==> src/rtl/vfd_scan_pkg.sv <==
package vfd_scan_pkg;

  typedef enum logic [1:0] {
    GRID_FIRST  = 2'b00,
    GRID_SECOND = 2'b01,
    GRID_THIRD  = 2'b10
  } grid_code_e;

  localparam int unsigned GRID_CNT_MAX = 3;

  function automatic grid_code_e next_grid(grid_code_e cur, logic duplex);
    grid_code_e last;
    last = duplex ? GRID_SECOND : GRID_THIRD;
    if (cur == last || cur > last) return GRID_FIRST;
    return grid_code_e'(cur + 2'd1);
  endfunction

endpackage

==> src/rtl/vfd_prescale.sv <==
module vfd_prescale #(
  parameter int unsigned OSC_DIV = 4
) (
  input  logic clk_i,
  input  logic rst_ni,
  input  logic osc_en_i,
  output logic bit_tick_o
);
  localparam int unsigned CW = (OSC_DIV > 2) ? $clog2(OSC_DIV) : 1;
  localparam logic [CW-1:0] LAST = CW'(OSC_DIV - 1);

  logic [CW-1:0] cnt_q;

  assign bit_tick_o = osc_en_i && (cnt_q == LAST);

  always_ff @(posedge clk_i or negedge rst_ni) begin
    if (!rst_ni)        cnt_q <= '0;
    else if (bit_tick_o) cnt_q <= '0;
    else if (osc_en_i)  cnt_q <= cnt_q + 1'b1;
  end


  prescale_hold_chk: assert property (@(posedge clk_i) disable iff (!rst_ni)
    !osc_en_i |=> $stable(cnt_q));

endmodule

==> src/rtl/vfd_slot_seq.sv <==
module vfd_slot_seq
  import vfd_scan_pkg::*;
#(
  parameter int unsigned SLOT_BITS = 1024,
  parameter int unsigned DIM_W     = 10,
  parameter int unsigned DIM_CAP   = 1016
) (
  input  logic                         clk_i,
  input  logic                         rst_ni,
  input  logic                         bit_tick_i,
  input  logic                         duplex_i,
  input  logic [DIM_W-1:0]             dim_i,
  output logic [$clog2(SLOT_BITS)-1:0] bit_pos_o,
  output grid_code_e                   grid_o,
  output logic [DIM_W-1:0]             duty_o
);
  localparam int unsigned BW = $clog2(SLOT_BITS);
  localparam logic [BW-1:0]    LAST_BIT = BW'(SLOT_BITS - 1);
  localparam logic [DIM_W-1:0] CAP      = DIM_W'(DIM_CAP);

  logic [BW-1:0]    bit_q;
  grid_code_e       grid_q;
  logic [DIM_W-1:0] duty_q;
  logic             slot_end;
  logic [DIM_W-1:0] dim_sat;

  assign slot_end = bit_tick_i && (bit_q == LAST_BIT);
  assign dim_sat  = (dim_i > CAP) ? CAP : dim_i;

  always_ff @(posedge clk_i or negedge rst_ni) begin
    if (!rst_ni) begin
      bit_q  <= '0;
      grid_q <= GRID_FIRST;
      duty_q <= '0;
    end else if (slot_end) begin
      bit_q  <= '0;
      grid_q <= next_grid(grid_q, duplex_i);
      duty_q <= dim_sat;
    end else if (bit_tick_i) begin
      bit_q  <= bit_q + 1'b1;
    end
  end

  assign bit_pos_o = bit_q;
  assign grid_o    = grid_q;
  assign duty_o    = duty_q;


  duty_cap_chk: assert property (@(posedge clk_i) disable iff (!rst_ni)
    duty_q <= CAP);


  duty_slot_load_chk: assert property (@(posedge clk_i) disable iff (!rst_ni)
    !$stable(duty_q) |-> $past(slot_end));


  grid_slot_step_chk: assert property (@(posedge clk_i) disable iff (!rst_ni)
    !$stable(grid_q) |-> (bit_q == '0));


  grid_range_chk: assert property (@(posedge clk_i) disable iff (!rst_ni)
    grid_q != 2'b11);


  bit_hold_chk: assert property (@(posedge clk_i) disable iff (!rst_ni)
    !bit_tick_i |=> $stable(bit_q));

endmodule

==> src/rtl/vfd_pulse_gen.sv <==
module vfd_pulse_gen
  import vfd_scan_pkg::*;
#(
  parameter int unsigned BW        = 10,
  parameter int unsigned DIM_W     = 10,
  parameter int unsigned SEG_LEAD  = 3,
  parameter int unsigned SEG_TRAIL = 5
) (
  input  logic             clk_i,
  input  logic             rst_ni,
  input  logic [BW-1:0]    bit_pos_i,
  input  grid_code_e       grid_i,
  input  logic [DIM_W-1:0] duty_i,
  output logic [GRID_CNT_MAX-1:0] grid_no_o,
  output logic             seg_en_o,
  output logic             dim_out_o
);
  int unsigned pos;
  int unsigned duty;
  logic        lit;

  always_comb begin
    pos  = 32'(bit_pos_i);
    duty = 32'(duty_i);
    lit  = pos < duty;
  end

  for (genvar k = 0; k < GRID_CNT_MAX; k++) begin : g_grid
    assign grid_no_o[k] = !(lit && (grid_i == grid_code_e'(k)));
  end

  assign seg_en_o  = (pos >= SEG_LEAD) && (pos + SEG_TRAIL < duty);
  assign dim_out_o = lit;


  one_grid_low_chk: assert property (@(posedge clk_i) disable iff (!rst_ni)
    $countones(~grid_no_o) <= 1);


  seg_in_grid_chk: assert property (@(posedge clk_i) disable iff (!rst_ni)
    seg_en_o |-> (grid_no_o != '1));


  dim_matches_grid_chk: assert property (@(posedge clk_i) disable iff (!rst_ni)
    dim_out_o == (grid_no_o != '1));

endmodule

==> src/rtl/vfd_scan_timer.sv <==
module vfd_scan_timer
  import vfd_scan_pkg::*;
#(
  parameter int unsigned OSC_DIV   = 4,
  parameter int unsigned SLOT_BITS = 1024,
  parameter int unsigned DIM_W     = 10,
  parameter int unsigned DIM_CAP   = 1016,
  parameter int unsigned SEG_LEAD  = 3,
  parameter int unsigned SEG_TRAIL = 5
) (
  input  logic             clk_i,
  input  logic             rst_ni,
  input  logic             osc_en_i,
  input  logic             duplex_i,
  input  logic [DIM_W-1:0] dim_i,
  output logic [2:0]       grid_no_o,
  output logic [1:0]       grid_idx_o,
  output logic             seg_en_o,
  output logic             dim_out_o,
  output logic [1:0]       sync_o
);
  localparam int unsigned BW = $clog2(SLOT_BITS);

  logic             bit_tick;
  logic [BW-1:0]    bit_pos;
  grid_code_e       grid;
  logic [DIM_W-1:0] duty;

  vfd_prescale #(.OSC_DIV(OSC_DIV)) u_prescale (
    .clk_i      (clk_i),
    .rst_ni     (rst_ni),
    .osc_en_i   (osc_en_i),
    .bit_tick_o (bit_tick)
  );

  vfd_slot_seq #(
    .SLOT_BITS (SLOT_BITS),
    .DIM_W     (DIM_W),
    .DIM_CAP   (DIM_CAP)
  ) u_slot_seq (
    .clk_i      (clk_i),
    .rst_ni     (rst_ni),
    .bit_tick_i (bit_tick),
    .duplex_i   (duplex_i),
    .dim_i      (dim_i),
    .bit_pos_o  (bit_pos),
    .grid_o     (grid),
    .duty_o     (duty)
  );

  vfd_pulse_gen #(
    .BW        (BW),
    .DIM_W     (DIM_W),
    .SEG_LEAD  (SEG_LEAD),
    .SEG_TRAIL (SEG_TRAIL)
  ) u_pulse_gen (
    .clk_i     (clk_i),
    .rst_ni    (rst_ni),
    .bit_pos_i (bit_pos),
    .grid_i    (grid),
    .duty_i    (duty),
    .grid_no_o (grid_no_o),
    .seg_en_o  (seg_en_o),
    .dim_out_o (dim_out_o)
  );

  assign grid_idx_o = grid;
  assign sync_o     = grid;


  sync_idx_chk: assert property (@(posedge clk_i) disable iff (!rst_ni)
    sync_o == grid_idx_o);


  duplex_range_chk: assert property (@(posedge clk_i) disable iff (!rst_ni)
    (duplex_i && $stable(duplex_i) && $past(grid_idx_o) != 2'b10) |-> grid_idx_o != 2'b10);

endmodule

==> config.mk <==
export PLATFORM = sky130hd
export DESIGN_NAME = vfd_scan_timer
export DESIGN_NICKNAME = d
export VERILOG_FILES = /design/src/rtl/vfd_scan_pkg.sv /design/src/rtl/vfd_prescale.sv /design/src/rtl/vfd_slot_seq.sv /design/src/rtl/vfd_pulse_gen.sv /design/src/rtl/vfd_scan_timer.sv
export SDC_FILE = /design/constraint.sdc
export NUM_CORES = 1
export LEC_CHECK = 0
export BUFFER_PORTS_ARGS = -buffer_cell sky130_fd_sc_hd__buf_2
export CORE_MARGIN = 8
export CORE_UTILIZATION = 39
export DETAILED_ROUTE_END_ITERATION = 12
export GPL_TIMING_DRIVEN = 0
export SLEW_MARGIN = 20
export SYNTH_ARGS = -nofsm -noshare
export SYNTH_HDL_FRONTEND = slang
export SYNTH_SLANG_ARGS = --single-unit
==> constraint.sdc <==
create_clock -name clk_i -period 2.8 [get_ports clk_i]
set_clock_uncertainty 0.15 [all_clocks]
set_input_delay 0 -clock clk_i [delete_from_list [all_inputs] [get_ports clk_i]]
set_output_delay 0 -clock clk_i [all_outputs]
set_load 0.01 [all_outputs]
-- After elaboration in Yosys (flattened, before gate mapping)
Cells that the tools add are included.
- add/subtract/negate cells: 4
- shift operators: 0
- bitwise logic cells: 0
- divide/modulo/power cells: 0
- multiplexer cells: 10
- equal/unequal tests: 5
- order comparisons: 5
- reductions and logical operators: 13
- multiply operators: 0
- operators by type and width (cell ; number):
    32-bit by 10-bit < comparator with 1-bit output ; 1
    10-bit two-way mux ; 3
    10-bit by 3-bit adder with 11-bit output (second input constant) ; 1
    10-bit by 1-bit adder with 10-bit output (second input constant) ; 1
    10-bit == test (second input constant) ; 1
    10-bit by 2-bit greater-or-equal comparator with 1-bit output (second input constant) ; 1
    10-bit > comparator (second input constant) ; 1
    10-bit < comparator ; 1
    2-bit two-way mux ; 5
    1-bit logical AND ; 6
    2-bit by 1-bit adder with 2-bit output (second input constant) ; 2
    2-bit == test (second input constant) ; 2
    2-bit nonzero test ; 2
    1-bit zero test ; 3
    2-bit by 1-bit == test with 1-bit output (second input constant) ; 1
    2-bit == test ; 1
    2-bit > comparator ; 1
    2-bit zero test ; 1
    1-bit two-way mux ; 2
    1-bit logical OR ; 1
- bits in writable memories: 0
- register bits: 24
- input bits: 14
- logic and storage cells: 41
- bits in latches: 0
- bits in read-only memories: 0
- memories: 0

-- Longest topological paths before layout
- word-level depth: 6
- gate-level depth with buffers: 11
- gate-level depth less buffers: 10

-- Modules after synthesis
From an unflattened synthesis, not the netlist that was laid out.
- cell total of the unflattened synthesis: 179
- area, all modules: 1799.2 um^2
- modules (own cells, without submodules) (module ; instances ; seq. area each (um^2) ; cells each ; area an instance (um^2)):
    vfd_slot_seq ; 1 ; 550.5 ; 88 ; 1062.3
    vfd_pulse_gen ; 1 ; 0.0 ; 82 ; 625.6
    vfd_prescale ; 1 ; 50.0 ; 7 ; 96.3
    vfd_scan_timer ; 1 ; 0.0 ; 2 ; 15.0

-- Worst setup path before layout
Ideal clock, no wire load.
- path type: flip-flop to output port
- start point: reg u_slot_seq.bit_q[4], in the netlist u_slot_seq.bit_pos_o[4]
- end point: out seg_en_o
- cell stages (with the launch flop): 11
- path slack: 0.602 ns
- data arrival time: 2.048 ns
- required time: 2.650 ns
- path buffers: 2
- cells stage by stage: dfrtp_1 -> clkbuf_2 -> nand2_1 -> clkbuf_1 -> nor3_1 -> xor2_1 -> ha_1 -> a21oi_1 -> o21ai_0 -> and3_1 -> nor3_1
- longest elaborated chain between the ends: 3
- elaborated cells between the ends (all ways): 4
- classes of those cells: 1 x add/sub; 2 x order compare; 1 x reduce/logical
- ends and longest elaborated chain (item ; line ; text):
    from (decl) ; vfd_slot_seq.sv:21 ; logic [BW-1:0] bit_q;
    from (signal assigned) ; vfd_slot_seq.sv:40 ; bit_q <= bit_q + 1'b1;
    10-bit by 3-bit adder with 11-bit output ; vfd_pulse_gen.sv:32 ; assign seg_en_o = (pos >= SEG_LEAD) && (pos + SEG_TRAIL < duty);
    32-bit by 10-bit < comparator with 1-bit output ; vfd_pulse_gen.sv:32 ;
    1-bit logical AND * ; vfd_pulse_gen.sv:32 ;
    to (decl) ; vfd_scan_timer.sv:18 ; output logic seg_en_o,
Every way passes the cells marked *; elsewhere a longest branch is shown, timed or not.

-- Final worst setup path
- start point: reg u_slot_seq.bit_q[2], in the netlist u_slot_seq.bit_pos_o[2]
- end point: out seg_en_o
The elaborated chain is that of the path after synthesis.

==> results by group <==
Logic synthesis
  – Count of warnings emitted by yosys: 0
  – Cell area after synthesis: 0.00178 sq mm
  – Net count after synthesis: 227
  – Share of flip-flops with an asynchronous set or reset after synthesis: 100%
  – Most frequently used flop master after synthesis: sky130_fd_sc_hd__dfrtp_1
  – EDFF count, synth: 0
  – Cell variety after synth: 39
  – Number of cells produced by synthesis: 188
  – Sequential-to-total area share from yosys stat: 33.7%
  – Number of synthesized register bits: 24
  – Synth Area per Inst: 9.48 sq um

STA
  – Worst Tran Pin Value: 733 ps
  – Summed negative setup slack over all endpoints: 0 ps
  – Final worst path period share: 94.1%
  – Endpoints failing hold: 0
  – Max Clock Freq: 380 MHz
  – Setup Viol. Count Final: 0
  – Slew Viols, Final: 0
  – Final worst hold slack: 19.3 ps
  – Crit path time final: ~2600 ps
  – Slew headroom: 51.0%

GRT
  – Number of antenna violations at the first check in global routing: 0
  – Via count of the first global-routing pass: 1393
  – Total congestion overflow: 0
  – Maximum number of pins on one net before global-route repair: 25
  – Total track usage: 11.1%
  – Wire length of the first global-routing pass: ~6.5 mm

Worst setup path
  – WP buf/inv: 2
  – Worst setup EP type: output pin
  – Nature of the critical path startpoint: register
  – Max stage delay on crit path: 400 ps
  – Worst path top cell family by delay: compound AO/OA/AOI/OAI gates
  – Highest net fanout along the worst path: 7
  – Worst path most repeated cell: sky130_fd_sc_hd__buf_2
  – Worst-case register-to-register setup slack: 620 ps
  – Data arrival time of the worst path: 2480 ps
  – Max stage delay cell, worst path: sky130_fd_sc_hd__dfrtp_1
  – WS Path Type: reg -> out
  – Worst EP required: 2650 ps
  – Cell-by-cell trace of the critical path: buf_2 -> a21oi_2 -> nor3_2 -> xor2_1 -> ha_1 -> and4_1 -> o2111ai_1 -> a21oi_1 -> nor3_1 -> buf_2

Power and ir drop
  – Peak supply drop: 0.000342 V
  – Total Power Consumption: 0.986 mW
  – Power Dens Cells: 460 mW/mm^2
  – Leak: 1.02 nW

Floorplanning
  – Vertical die dimension: 83.6 microns
  – Die span in x: 83.6 microns
  – Number of primary I/O pins: 23
  – Full die area: 0.00699 sq mm
  – Standard-cell rows: 24
  – Area inside the core boundary: 0.00438 sq mm
  – Initial core utilization: 40.6%

Layout
  – Commonest cells after routing, fill and taps aside: 24 x sky130_fd_sc_hd__buf_2, 24 x sky130_fd_sc_hd__ha_1, 23 x sky130_fd_sc_hd__dfrtp_1
  – Synth-to-Final Area Change: 20.3%
  – Util after Layout: 48.9%
  – Final net count: 265
  – Number of diodes: 0
  – Final Non-Filler Cells: roughly 280
  – Fraction of layout instances using a drive strength above 1: about 23%

Route
  – Router iterations before antenna repair: 4
  – Ratio of routed vias to standard cells: about 5.1
  – DRC viols: 0
  – Post-Route WL: around 3.8 mm
  – Vias after detailed routing: ~1400
  – Detailed Route Iter0 Violations: 60
  – Wirelength per Cell: approximately 14 microns
  – Number of nets with antenna violations after routing: 0

Placement
  – HPWL after DPL: approximately 3.0 mm
  – Total of buffers placed on input and output ports: 22
  – Routability cong.: 0.788
  – Count of placed standard cells including taps: 262

Clock tree
  – Post-CTS setup repair buffer count: 0
  – Clock tree from TritonCTS: done
  – Root buffer selected by CTS: sky130_fd_sc_hd__clkbuf_8
  – Number of buffers between clock root and the deepest sink: 2
  – CTS clk-pin slew, worst paths: about 80 ps
  – Number of sinks driven by the clock tree: 24
  – Clock buffers created by TritonCTS: 3
  – CTS H-tree depth: 1
  – Insertion delay to the later sink of the worst-skew pair: 260 ps

Job
  – Max-cap violations: 0

Hold path
  – Hold crit path type: in -> reg

Status
  – Status: finished clean
synthesized netlist by cell type (2+ instances only):
cell type | instances | area share (%)
sky130_fd_sc_hd__nor2_1 | 10 | 2.1
sky130_fd_sc_hd__or3_1 | 2 | 0.70
sky130_fd_sc_hd__o21ai_0 | 12 | 3.4
sky130_fd_sc_hd__nand2_1 | 17 | 3.6
sky130_fd_sc_hd__and2_1 | 3 | 1.1
sky130_fd_sc_hd__nand4_1 | 3 | 1.1
sky130_fd_sc_hd__o311ai_0 | 2 | 0.98
sky130_fd_sc_hd__a21oi_1 | 7 | 2.0
sky130_fd_sc_hd__inv_1 | 15 | 3.2
sky130_fd_sc_hd__nand3_1 | 8 | 2.2
sky130_fd_sc_hd__xor2_1 | 7 | 3.4
sky130_fd_sc_hd__nor4_1 | 2 | 0.70
sky130_fd_sc_hd__buf_2 | 2 | 0.56
sky130_fd_sc_hd__mux2_4 | 7 | 5.9
sky130_fd_sc_hd__and3_1 | 2 | 0.70
sky130_fd_sc_hd__mux2_2 | 2 | 1.3
sky130_fd_sc_hd__ha_1 | 25 | 18
sky130_fd_sc_hd__dfrtp_1 | 24 | 34
sky130_fd_sc_hd__nand2b_1 | 3 | 1.1
sky130_fd_sc_hd__buf_4 | 3 | 1.3
sky130_fd_sc_hd__clkbuf_1 | 2 | 0.42
sky130_fd_sc_hd__xnor2_1 | 7 | 3.4
sky130_fd_sc_hd__a211oi_1 | 2 | 0.84
sky130_fd_sc_hd__nor3_1 | 6 | 1.7
through the flow:
| step | setup slack, ps | area [sq um] |
|---|---|---|
| 2_1_floorplan | 602 | 1780 |
| 4_1_cts | 40.9 | 2110 |
| 3_5_place_dp | 292 | 1960 |
| 5_1_grt | -19.0 | 2140 |
| 3_3_place_gp | 234 | 1960 |
| 6_report | 166 | 2140 |
path summary, 6_finish.rpt:
check                                        start                      end  cells past startpoint
max                        u_slot_seq.bit_pos_o[2]                 seg_en_o                     10
min                                       duplex_i     u_slot_seq.grid_o[1]                      4
max reg2reg                u_slot_seq.bit_pos_o[1]     u_slot_seq.duty_o[2]                      6
min reg2reg                    u_prescale.cnt_q[0]      u_prescale.cnt_q[0]                      1
max in group asynchronous                   rst_ni  u_slot_seq.bit_pos_o[0]                      2
min in group asynchronous                   rst_ni      u_prescale.cnt_q[1]                      2
timing repair:
action,CTS,global route
endpoints found under the hold margin,37,0
resized for setup,0,9
hold buffers,12,0
endpoints found under the setup margin,1,5
kinds of logic (layout without fill, tap and decap cells):
group                      Yosys count  after routing  synth area share, %
and+or+nand+nor                     61             61                 17.5
adders and majority gates           25             25                 17.6
AOI/OAI and AO/OA                   30             30                 10.3
muxes                               10             10                 7.72
DFF                                 24             24                 33.7
xor gates and xnor gates            14             14                 6.88
buffers and inverters               24             60                 6.32
worst min-delay path: cells and delay by family:
kind	cells	cell delay [ps]
simple gates	1	100
compound gates	1	70
buf+inv	1	90
fa+ha+maj	1	130
power by group:
part / switching (mW) / leakage [nW] / total, mW / internal [mW]
Combinational: 0.193 / 0.687 / 0.359 / 0.166
Clock: 0.105 / 0.0216 / 0.202 / 0.0961
Sequential: 0.0413 / 0.315 / 0.425 / 0.384
state kept, by name, indices dropped and copies added, names as in the netlist:
signal and flops:
u_slot_seq.bit_pos_o 10, u_slot_seq.grid_o 2, u_slot_seq.duty_o 10, u_prescale.cnt_q 2
per-layer routing:
metal	wire length (microns)	vias up	GRT usage, %
li1	-	737	-
met1	1900	651	13.9
met2	1830	13	18.6
met3	74	4	1.95
met4	36	0	3.30
met5	0	-	0
layout make-up:
cell class	instances	area (sq um)
plain buffers	8	52.6
multi-input cells	140	1100
flip-flops and latches	24	602
clock buffers	3	41.3
repair buffers	34	230
inverters	15	56.3
well taps	52	65.1
fillers	416	2240
Note: power is estimated with default switching activity, not from simulation.
